<file path="src/rtl/sctr_pkg.sv">
package sctr_pkg;

  // Which bus access is being served this cycle.
  typedef enum logic [1:0] {
    SEL_NONE = 2'd0,
    SEL_LO   = 2'd1,
    SEL_HI   = 2'd2
  } rd_sel_e;

  // Strobe decode: a low strobe wins when both are raised together.
  function automatic rd_sel_e decode_sel(input logic lo, input logic hi);
    if (lo)      return SEL_LO;
    else if (hi) return SEL_HI;
    else         return SEL_NONE;
  endfunction

endpackage

</file>
<file path="src/rtl/sctr_stale_hold.sv">
// Keeps the last count seen while active and presents the value a read should see.
module sctr_stale_hold #(
  parameter int CNT_W = 52
) (
  input  logic             clk,
  input  logic             rst_n,
  input  logic [CNT_W-1:0] live_i,
  input  logic             active_i,
  output logic [CNT_W-1:0] view_o,
  output logic [CNT_W-1:0] held_o
);

  logic [CNT_W-1:0] held_q;

  always_ff @(posedge clk or negedge rst_n) begin
    if (!rst_n)        held_q <= '0;
    else if (active_i) held_q <= live_i;
  end

  // Asleep: the live bus is not trustworthy, so the stored copy is shown.
  always_comb view_o = active_i ? live_i : held_q;
  assign held_o = held_q;

endmodule

</file>
<file path="src/rtl/sctr_pair_track.sv">
// Snapshot for a low/high pair plus the BUSY carried from the low read.
module sctr_pair_track
  import sctr_pkg::*;
#(
  parameter int CNT_W = 52
) (
  input  logic             clk,
  input  logic             rst_n,
  input  rd_sel_e          sel_i,
  input  logic [CNT_W-1:0] view_i,
  input  logic             active_i,
  output logic [CNT_W-1:0] snap_o,
  output logic             hi_busy_o
);

  logic [CNT_W-1:0] snap_q;
  logic             lo_stale_q;  // low read of the open pair saw sleep
  logic             open_q;      // a low read is waiting for its high read

  always_ff @(posedge clk or negedge rst_n) begin
    if (!rst_n) begin
      snap_q     <= '0;
      lo_stale_q <= 1'b0;
      open_q     <= 1'b0;
    end else begin
      unique case (sel_i)
        SEL_LO: begin
          snap_q     <= view_i;
          lo_stale_q <= !active_i;
          open_q     <= 1'b1;
        end
        SEL_HI: begin
          open_q     <= 1'b0;
        end
        default: ;
      endcase
    end
  end

  assign snap_o    = snap_q;
  // High read is trusted only when a pair is open and its low read was live.
  assign hi_busy_o = lo_stale_q || !open_q;

endmodule

</file>
<file path="src/rtl/sctr_word_out.sv">
// Formats and registers the bus word.
module sctr_word_out
  import sctr_pkg::*;
#(
  parameter int CNT_W  = 52,
  parameter int WORD_W = 32
) (
  input  logic              clk,
  input  logic              rst_n,
  input  rd_sel_e           sel_i,
  input  logic [CNT_W-1:0]  view_i,
  input  logic [CNT_W-1:0]  snap_i,
  input  logic              busy_i,
  output logic [WORD_W-1:0] data_o,
  output logic              valid_o
);

  localparam int HI_CNT_W = CNT_W - WORD_W;
  localparam int BUSY_POS = HI_CNT_W;

  function automatic logic [WORD_W-1:0] lo_word(input logic [CNT_W-1:0] v);
    return v[WORD_W-1:0];
  endfunction

  function automatic logic [WORD_W-1:0] hi_word(input logic [CNT_W-1:0] v, input logic busy);
    logic [WORD_W-1:0] w;
    w = '0;
    w[HI_CNT_W-1:0] = v[CNT_W-1:WORD_W];
    w[BUSY_POS]     = busy;
    return w;
  endfunction

  logic [WORD_W-1:0] nxt_data;

  always_comb begin
    unique case (sel_i)
      SEL_LO:  nxt_data = lo_word(view_i);
      SEL_HI:  nxt_data = hi_word(snap_i, busy_i);
      default: nxt_data = '0;
    endcase
  end

  always_ff @(posedge clk or negedge rst_n) begin
    if (!rst_n) begin
      data_o  <= '0;
      valid_o <= 1'b0;
    end else begin
      data_o  <= nxt_data;
      valid_o <= (sel_i != SEL_NONE);
    end
  end

endmodule

</file>
<file path="src/rtl/sctr_read_port.sv">
module sctr_read_port
  import sctr_pkg::*;
#(
  parameter int CNT_W  = 52,
  parameter int WORD_W = 32
) (
  input  logic              clk,
  input  logic              rst_n,
  input  logic [CNT_W-1:0]  cnt_live,
  input  logic              cnt_active,
  input  logic              rd_lo,
  input  logic              rd_hi,
  output logic [WORD_W-1:0] rd_data,
  output logic              rd_valid
);

  // Named internal events, visible to the bound checker.
  rd_sel_e          rd_sel;
  logic             ev_lo_rd;
  logic             ev_hi_rd;
  logic [CNT_W-1:0] view_val;
  logic [CNT_W-1:0] held_val;
  logic [CNT_W-1:0] snap_val;
  logic             hi_busy;

  assign rd_sel   = decode_sel(rd_lo, rd_hi);
  assign ev_lo_rd = (rd_sel == SEL_LO);
  assign ev_hi_rd = (rd_sel == SEL_HI);

  sctr_stale_hold #(.CNT_W(CNT_W)) u_hold (
    .clk      (clk),
    .rst_n    (rst_n),
    .live_i   (cnt_live),
    .active_i (cnt_active),
    .view_o   (view_val),
    .held_o   (held_val)
  );

  sctr_pair_track #(.CNT_W(CNT_W)) u_pair (
    .clk       (clk),
    .rst_n     (rst_n),
    .sel_i     (rd_sel),
    .view_i    (view_val),
    .active_i  (cnt_active),
    .snap_o    (snap_val),
    .hi_busy_o (hi_busy)
  );

  sctr_word_out #(.CNT_W(CNT_W), .WORD_W(WORD_W)) u_out (
    .clk     (clk),
    .rst_n   (rst_n),
    .sel_i   (rd_sel),
    .view_i  (view_val),
    .snap_i  (snap_val),
    .busy_i  (hi_busy),
    .data_o  (rd_data),
    .valid_o (rd_valid)
  );

endmodule

</file>
<file path="config.mk">
export PLATFORM = sky130hd
export DESIGN_NAME = sctr_read_port
export DESIGN_NICKNAME = d
export VERILOG_FILES = /design/src/rtl/sctr_pkg.sv /design/src/rtl/sctr_stale_hold.sv /design/src/rtl/sctr_pair_track.sv /design/src/rtl/sctr_word_out.sv /design/src/rtl/sctr_read_port.sv
export SDC_FILE = /design/constraint.sdc
export NUM_CORES = 1
export LEC_CHECK = 0
export ABC_AREA = 1
export ABC_CLOCK_PERIOD_IN_PS = 900
export BUFFER_PORTS_ARGS = -buffer_cell sky130_fd_sc_hd__buf_2
export CORE_UTILIZATION = 56
export DETAILED_ROUTE_END_ITERATION = 8
export PLACE_DENSITY = 0.86
export SYNTH_ARGS = -nofsm -noshare
export SYNTH_HDL_FRONTEND = slang
export SYNTH_HIERARCHICAL = 1
export SYNTH_SLANG_ARGS = --single-unit
</file>
<file path="constraint.sdc">
create_clock -name clk -period 0.9 [get_ports clk]
set_input_delay 0 -clock clk [delete_from_list [all_inputs] [get_ports clk]]
set_output_delay 0 -clock clk [all_outputs]
set_load 0.1 [all_outputs]
</file>
==> impl_metrics.csv, run 1 <==
group,metric,value,unit
clock_network,cts_tree,"done",
min_path,min_to,"u_out/valid_o",
synthesis,syn-cell-area,0.004344,mm^2
die,core_area,0.007370,mm^2
min_path,holdPathStages,5,
status,violations,"setup timing",
layout,fin_util,82.58,%
global_routing,grt_overflow,0,
worst_setup_path,crit_arrival,0.97,ns
clock_network,htreeDepth,3,
layout,fillers,399,
timing,setup_viol,33,
layout,antenna_cells,0,
drt,dr.pass1.iters,5,
timing,fmax,1034,MHz
clock_network,cts-root-buf,"clkbuf_8",
timing,hold_violations,0,
clock_network,cts_made_buffers,9,
global_routing,grt_first_pass_wirelength,17.42,mm
worst_setup_path,rr_endpoint,"u_out/data_o[14]",
timing,fin_crit_sh,107.5,%
die,io_pins,90,
drt,wl_per_cell,14.58,um
placement,placedInstanceArea,0.005356,mm^2
power_and_ir_drop,ir_worst_vdd,973.8,uV
worst_setup_path,critPathLaunchType,"flip-flop",
status,status,"finished with violations",
layout,area_growth,40.09,%
drt,drcViolationCount,0,
layout,drive_above_1_share,25.70,%
die,rows,31,
placement,port-buffer-count,89,
drt,dr.first_iter.drc_count,270,
clock_network,post_cts_buffers,0,
worst_setup_path,cpMaxStageDelayCell,"dfrtp_1",
clock_network,insertion_delay,0.36,ns
timing,worst_slew_pin_slew,0.4058,ns
worst_setup_path,rrSetupSlack,0.08,ns
worst_setup_path,end_kind,"output port",
power_and_ir_drop,power,0.01069,W
timing,min_period,0.9671,ns
placement,gp_routability_congestion,0.7788,
drt,viasPerCell,5.026,
synthesis,syn_area_per_cell,9.464,um^2
power_and_ir_drop,powerDensity,1756,mW/mm^2
timing,finalSetupTns,-1.614,ns
timing,slew_violations,0,
clock_network,cts_resized,0,
synthesis,synth_fp_nets,521,
min_path,holdCritStartpoint,"rd_lo",
min_path,hp-class,"input port to flip-flop",
drt,drt_wl_total,10.24,mm
clock_network,clk_path_buf_depth,2,
worst_setup_path,crit_family,"flip-flops",
global_routing,grt_pass1_vias,3648,
worst_setup_path,worst_ep_required_time,0.90,ns
die,die_y,90.08,um
timing,skew,0.01217,ns
power_and_ir_drop,power.leakage,3.233,nW
worst_setup_path,crit_fanout,1,
worst_setup_path,crit_buf_inv,1,
flow_run,max-cap-violations,0,
timing,setup_slack,-0.06709,ns
layout,nets,660,
die,fp.dieArea,0.008114,mm^2
worst_setup_path,rr_startpoint,"u_hold/held_o[14]",
drt,vias,3528,
layout,fin_area,0.006086,mm^2
synthesis,syn_inst,459,
timing,grt_setup_unrepaired,"yes",
die,initial_core_util,58.95,%
synthesis,yosys_warnings,6,
clock_network,clk_pin_slew,0.09,ns
die,die_w,90.08,um
global_routing,antenna_found_initial,0,
drt,postRouteAntennaNets,0,
worst_setup_path,r2r_cells,4,
global_routing,grt_max_degree,81,
placement,pre_cts_ws,-0.2282,ns
timing,max_slew_margin,72.95,%
global_routing,grt.total_usage,27.48,%
worst_setup_path,critical_path_class,"flip-flop to output port",
placement,hpwl,6.480,mm
worst_setup_path,crit_chain,"buf_12",
worst_setup_path,cpPeakStageDelay,0.43,ns
clock_network,cts.sinks,107,
power by group:
group          total (W)  switching [W]  internal (W)
sequential       0.00546       0.000235       0.00522
combinational    0.00232        0.00143      0.000891
clock            0.00291        0.00160       0.00131
placed cells by master, fill, tap and decap left out:
master and instances:
buf_4 9, nor2_1 1, nor2_2 10, buf_12 39
ha_4 1, nand2_1 222, inv_1 17, dlygate4sd3_1 53
ha_1 4, inv_2 1, nor2_4 1, clkbuf_1 1
inv_8 2, clkinvlp_4 2, dfrtp_1 107, nand3_1 42
inv_6 3, buf_2 55, clkbuf_8 9, clkinv_4 1
nand2_2 21, o21ai_0 1, bufinv_16 1
layer usage:
layer | up-vias | global-route usage (%) | part of all wire (%)
li1 | 1663 | - | -
met1 | 1706 | 35.27 | 41
met2 | 139 | 46.88 | 51
met3 | 20 | 5.838 | 5.6
met4 | 0 | 8.602 | 1.6
met5 | - | 0 | 0
worst reg2reg max path, delay by kind of cell, from the launching register on:
family / cells / cell delay [ns]
DFF: 1 / 0.41
and+or+nand+nor: 4 / 0.32
registers in the layout (all words and copies together) (netlist names):
name,flops
u_hold/held_o,52
u_pair/snap_o,20
u_pair/open_q,1
u_out/valid_o,1
u_out/data_o,32
u_pair/lo_stale_q,1
worst max path at each step:
stage	start	endpoint	slack [ns]	cells after the start
2_1_floorplan	rd_hi	u_out/data_o[22]	-0.01	8
3_3_place_gp	rd_hi	u_out/data_o[22]	-0.16	7
3_5_place_dp	rd_hi	u_out/data_o[27]	-0.23	7
4_1_cts	u_out/data_o[25]	rd_data[25]	-0.08	1
5_1_grt	u_out/data_o[2]	rd_data[2]	-0.10	1
6_report	u_out/data_o[25]	rd_data[25]	-0.07	1
metrics by stage:
step | instances | hold slack, ns
finish | 702 | 0.06811
global route | 702 | 0.09160
CTS | 702 | 0.05808
detailed placement | 633 | 0.04478
global placement | 633 | 0.04290
floorplan | 459 | -0.2956
area by class of cell:
type / count / area [um^2] / share of cell area (%)
Clock inverter: 6 / 71.32 / 1.172
Inverter: 21 / 98.84 / 1.624
Multi-Input combinational cell: 303 / 1333 / 21.90
Sequential cell: 107 / 2678 / 44.00
Clock buffer: 10 / 127.6 / 2.097
Tap cell: 99 / 123.9 / 2.035
Timing Repair Buffer: 156 / 1654 / 27.18
repair_timing:
action | CTS | global route
endpoints found under the hold margin | 188 | 0
setup endpoints to repair | 33 | 33
hold buffers | 53 | 0
Note: power is estimated with default switching activity, not from simulation.
==> inputs of run 2 (changes only) <==
- CORE_UTILIZATION: 56 -> 57
- PLACE_DENSITY: 0.86 -> 0.87
==> run 2 against run 1 <==
  * The run still ends with setup timing left
  * Combinational power is 2% lower
  * Sequential cell count did not move
  * Via count is 1.1% lower
  * Cell area fell by 1.0%
  * Die area down 1.7%
  * Critical path depth unchanged
  * Hold slack improved by 0.0098 ns
  * Routed wire length shrank 1.8%
  * Non-clock buffer count fell by 2
  * First-iteration DRC count shrank 19%
  * Sequential power barely moved
  * Critical endpoint unchanged
  * Highest routed layer unchanged
==> impl_metrics.csv, run 2 (same netlist as run 1, synthesis figures left out) <==
group,metric,value,unit
status,status,"finished with violations",
status,violations,"setup timing",
global_routing,grt_max_degree,86,
worst_setup_path,crit_chain,"buf_12",
timing,hold_violations,0,
die,initial_core_util,59.57,%
global_routing,grt.total_usage,28.59,%
timing,max_slew_margin,71.19,%
power_and_ir_drop,power.leakage,3.208,nW
layout,layout_commonest_cell,"nand2_1",
timing,skew,0.01116,ns
timing,slew_violations,0,
placement,hpwl,6.155,mm
drt,drcViolationCount,0,
clock_network,clk_path_buf_depth,2,
drt,postRouteAntennaNets,0,
timing,setup_slack,-0.07640,ns
layout,drive_above_1_share,25.46,%
power_and_ir_drop,ir_worst_vdd,1335,uV
min_path,hp-class,"input port to flip-flop",
layout,antenna_cells,0,
layout,largest_reg_flops,52,
clock_network,cts_resized,0,
drt,drt_wl_total,10.05,mm
timing,fin_crit_sh,108.5,%
layout,nets,658,
global_routing,grt_pass1_vias,3535,
timing,worst_slew_pin_slew,0.4321,ns
timing,setup_viol,33,
placement,placedInstanceArea,0.005316,mm^2
timing,finalSetupTns,-1.794,ns
layout,layout_common_cells,"222 x nand2_1, 107 x dfrtp_1, 55 x buf_2, 53 x dlygate4sd3_1, 42 x nand3_1",
worst_setup_path,crit_family,"flip-flops",
drt,dr.first_iter.drc_count,219,
worst_setup_path,critical_path_class,"flip-flop to output port",
drt,dr.pass1.iters,5,
drt,viasPerCell,4.984,
clock_network,cts.sinks,107,
clock_network,cts_made_buffers,9,
worst_setup_path,worst_ep_required_time,0.90,ns
timing,fin_worst_hold_slack,0.07788,ns
placement,port-buffer-count,89,
clock_network,htreeDepth,3,
flow_run,max-cap-violations,0,
die,die_w,89.30,um
worst_setup_path,r2r_cells,4,
min_path,holdPathStages,4,
worst_setup_path,crit_arrival,0.98,ns
worst_setup_path,cpMaxStageDelayCell,"dfrtp_1",
die,core_area,0.007292,mm^2
timing,grt_setup_unrepaired,"yes",
global_routing,grt_first_pass_wirelength,16.65,mm
drt,vias,3489,
die,die_y,89.30,um
timing,min_period,0.9764,ns
clock_network,clk_pin_slew,0.09,ns
worst_setup_path,critical_path_depth,1,
worst_setup_path,cpPeakStageDelay,0.43,ns
clock_network,cts_tree,"done",
die,fp.dieArea,0.007974,mm^2
worst_setup_path,end_kind,"output port",
layout,fin_area,0.006022,mm^2
clock_network,cts-root-buf,"clkbuf_8",
timing,fmax,1024,MHz
drt,wl_per_cell,14.36,um
die,rows,31,
placement,gp_routability_congestion,0.7931,
layout,area_growth,38.62,%
power_and_ir_drop,power,0.01039,W
global_routing,antenna_found_initial,0,
worst_setup_path,crit_fanout,1,
clock_network,insertion_delay,0.37,ns
global_routing,grt_overflow,0,
die,io_pins,90,
clock_network,post_cts_buffers,0,
worst_setup_path,critPathLaunchType,"flip-flop",
worst_setup_path,crit_buf_inv,1,
power_and_ir_drop,powerDensity,1725,mW/mm^2
run 2: changes by cell type in the layout (fill, tap and decap cells not counted), sizes merged:
cell,before,now
bufinv,1,0
buf,103,101
inv,23,24
clkinvlp,2,1
clkinv,1,2
run 2: area by class of cell:
class                      count  area [um^2]
clock inverter                 6        47.55
clock buffer                  10        127.6
sequential                   107         2678
tap                           99        123.9
multi-input combinational    303         1333
timing repair buffer         154         1614
fill                         415         1270
inverter                      21        98.84
run 2: repair_timing:
item                       4_1_cts  5_1_grt
hold endpoints to repair       196        0
hold buffers                    53        0
setup endpoints to repair       33       33
pin swaps                        0        0
run 2: path summary, 6_finish.rpt:
check                                     to  slack, ns               from
setup / recovery                 rd_data[25]      -0.08   u_out/data_o[25]
hold / removal                 u_pair/open_q       0.08              rd_lo
setup reg to reg            u_out/data_o[12]       0.08  u_hold/held_o[12]
hold reg to reg            u_hold/held_o[21]       0.48  u_hold/held_o[21]
max in group asynchronous  u_hold/held_o[37]       0.36              rst_n
min in group asynchronous   u_out/data_o[25]       0.17              rst_n
run 2: layer usage:
metal / GRT usage [%] / routed length, um / vias up
met1: 36.21 / 4095 / 1640
li1: - / - / 1674
met4: 9.524 / 160 / 0
met5: 0 / 0 / -
met2: 47.68 / 5029 / 159
met3: 8.403 / 765 / 16
run 2: tightest hold or removal path, cell delays in order:
cell	delay, ns
buf_2	0.14
inv_1	0.06
ha_1	0.13
o21ai_0	0.07
run 2: stage by stage:
stage / setup WS [ns] / utilization, % / std cells
detailed placement: -0.1966 / 72.91 / 631
global route: -0.1197 / 82.58 / 700
global placement: -0.1375 / 72.91 / 631
finish: -0.07640 / 82.58 / 700
CTS: -0.09171 / 82.58 / 700
floorplan: -0.01186 / - / 459
run 2: report_power, final:
part / switching [W] / internal (W) / total (W)
clock network: 0.00162 / 0.00104 / 0.00266
registers: 0.000221 / 0.00522 / 0.00544
logic: 0.00142 / 0.000864 / 0.00228
total: 0.00326 / 0.00712 / 0.0104
==> inputs of run 3 (changes only) <==
- MAX_ROUTING_LAYER: not set -> met4
==> run 3 against run 2 <==
  * The run still ends with setup timing left
  * Count of clock-buffer cells in the layout stayed put
  * Fmax hardly changed
  * Sequential share of layout area stayed put
  * Register-to-register slack hardly changed
  * Hold slack better by 0.0038 ns
  * Via count hardly changed
  * Die area stayed put
  * Clock skew is 0.0030 ns higher
  * Final cell count stayed put
  * Combinational power hardly changed
  * Power hardly changed
  * Critical path type unchanged
==> impl_metrics.csv, run 3 (same netlist as run 1, synthesis figures left out) <==
group,metric,value,unit
timing,setup_slack,-0.07638,ns
worst_setup_path,cpPeakStageDelay,0.43,ns
drt,wl_per_cell,14.38,um
placement,port-buffer-count,89,
status,violations,"setup timing",
timing,worst_slew_pin_slew,0.4321,ns
timing,max_slew_margin,71.19,%
layout,layout_common_cells,"222 x nand2_1, 107 x dfrtp_1, 55 x buf_2, 53 x dlygate4sd3_1, 42 x nand3_1",
layout,layout_commonest_cell,"nand2_1",
die,core_area,0.007292,mm^2
worst_setup_path,crit_arrival,0.98,ns
drt,dr.pass1.iters,5,
flow_run,max-cap-violations,0,
worst_setup_path,crit_buf_inv,1,
clock_network,cts_tree,"done",
worst_setup_path,crit_fanout,1,
min_path,hp-class,"input port to flip-flop",
timing,min_period,0.9764,ns
global_routing,grt_max_degree,86,
power_and_ir_drop,power.leakage,3.208,nW
layout,fin_area,0.006022,mm^2
drt,dr.first_iter.drc_count,254,
worst_setup_path,critical_path_class,"flip-flop to output port",
layout,antenna_cells,0,
clock_network,cts_resized,0,
timing,fmax,1024,MHz
worst_setup_path,rr_endpoint,"u_out/data_o[12]",
worst_setup_path,crit_end,"rd_data[25]",
clock_network,cts-root-buf,"clkbuf_8",
worst_setup_path,end_kind,"output port",
timing,skew,0.01412,ns
power_and_ir_drop,powerDensity,1723,mW/mm^2
worst_setup_path,rrSetupSlack,0.09,ns
clock_network,clk_path_buf_depth,2,
clock_network,clk_pin_slew,0.09,ns
timing,setup_viol,33,
clock_network,post_cts_buffers,0,
global_routing,grt_overflow,0,
layout,drive_above_1_share,25.46,%
timing,hold_violations,0,
worst_setup_path,rr_startpoint,"u_hold/held_o[12]",
timing,fin_worst_hold_slack,0.08168,ns
die,fp.dieArea,0.007974,mm^2
drt,drcViolationCount,0,
clock_network,cts.sinks,107,
layout,largest_reg_flops,52,
global_routing,grt.total_usage,29.51,%
layout,nets,658,
worst_setup_path,r2r_cells,4,
worst_setup_path,setup.worst_path.start,"u_out/data_o[25]",
worst_setup_path,critical_path_depth,1,
drt,postRouteAntennaNets,0,
timing,grt_setup_unrepaired,"yes",
global_routing,grt_first_pass_wirelength,16.65,mm
power_and_ir_drop,ir_worst_vdd,1333,uV
drt,viasPerCell,4.989,
die,die_w,89.30,um
worst_setup_path,crit_chain,"buf_12",
placement,placedInstanceArea,0.005316,mm^2
global_routing,antenna_found_initial,0,
worst_setup_path,crit_family,"flip-flops",
placement,gp_routability_congestion,0.8043,
global_routing,grt_pass1_vias,3546,
die,io_pins,90,
die,rows,31,
drt,vias,3492,
timing,slew_violations,0,
layout,area_growth,38.62,%
die,die_y,89.30,um
placement,hpwl,6.155,mm
die,initial_core_util,59.57,%
worst_setup_path,critPathLaunchType,"flip-flop",
status,status,"finished with violations",
worst_setup_path,cpMaxStageDelayCell,"dfrtp_1",
worst_setup_path,worst_ep_required_time,0.90,ns
clock_network,insertion_delay,0.37,ns
timing,fin_crit_sh,108.5,%
clock_network,cts_made_buffers,9,
clock_network,htreeDepth,3,
drt,drt_wl_total,10.07,mm
## run 3: cell counts in the layout (fill, tap and decap cells not counted)
No cell type changed its count.
## run 3: final cells by class
| class | count | area [um^2] |
|---|---|---|
| Sequential cell | 107 | 2678 |
| Clock buffer | 10 | 127.6 |
| Inverter | 21 | 98.84 |
| Fill cell | 415 | 1270 |
| Tap cell | 99 | 123.9 |
| Clock inverter | 6 | 47.55 |
| Multi-Input combinational cell | 303 | 1333 |
| Timing Repair Buffer | 154 | 1614 |
## run 3: report_power, final
| part | switching, W | total (W) | leakage (nW) | internal [W] |
|---|---|---|---|---|
| registers | 0.000223 | 0.00545 | 1.36 | 0.00522 |
| logic | 0.00142 | 0.00228 | 1.77 | 0.000864 |
| clock network | 0.00161 | 0.00265 | 0.0877 | 0.00104 |
| total | 0.00325 | 0.0104 | 3.21 | 0.00712 |
## run 3: worst reg2reg max path, stage by stage (launching register included)
cell,delay [ns]
dfrtp_1,0.39
nand2_2,0.06
nand2_1,0.07
nand3_1,0.11
nand2_1,0.08
## run 3: how the worst min path moves through the flow
stage | start | end | slack, ns | cells past startpoint
finish | rd_lo | u_pair/open_q | 0.08 | 4
global route | rd_lo | u_pair/open_q | 0.1 | 4
CTS | rd_lo | u_pair/open_q | 0.06 | 4
detailed placement | rst_n | u_out/data_o[21] | 0.02 | 2
global placement | rst_n | u_hold/held_o[21] | 0.01 | 2
floorplan | rst_n | u_hold/held_o[0] | -0.30 | 0
## run 3: layer usage
| layer | vias to the layer above | share of wire [%] | track usage [%] |
|---|---|---|---|
| li1 | 1666 | - | - |
| met1 | 1663 | 41 | 36.28 |
| met3 | 17 | 6.6 | 7.756 |
| met5 | - | 0 | - |
| met4 | 0 | 1.8 | 9.524 |
| met2 | 146 | 50 | 48.09 |
## run 3: metrics by stage
stage	instances	TNS (ns)	util, %	power, W	setup WS, ns
after floorplan	459	-0.01186	-	0.006831	-0.01186
after global placement	631	-6.134	72.91	0.007529	-0.1375
after detailed placement	631	-8.191	72.91	0.007614	-0.1966
after CTS	700	-2.265	82.58	0.01042	-0.09171
after global routing	700	-2.976	82.58	0.01088	-0.1197
final	700	-1.717	82.58	0.01038	-0.07638
## run 3: what timing repair did
action	4_1_cts	5_1_grt
gates cloned	0	0
hold endpoints to repair	196	0
hold buffers	53	0
setup endpoints to repair	33	33
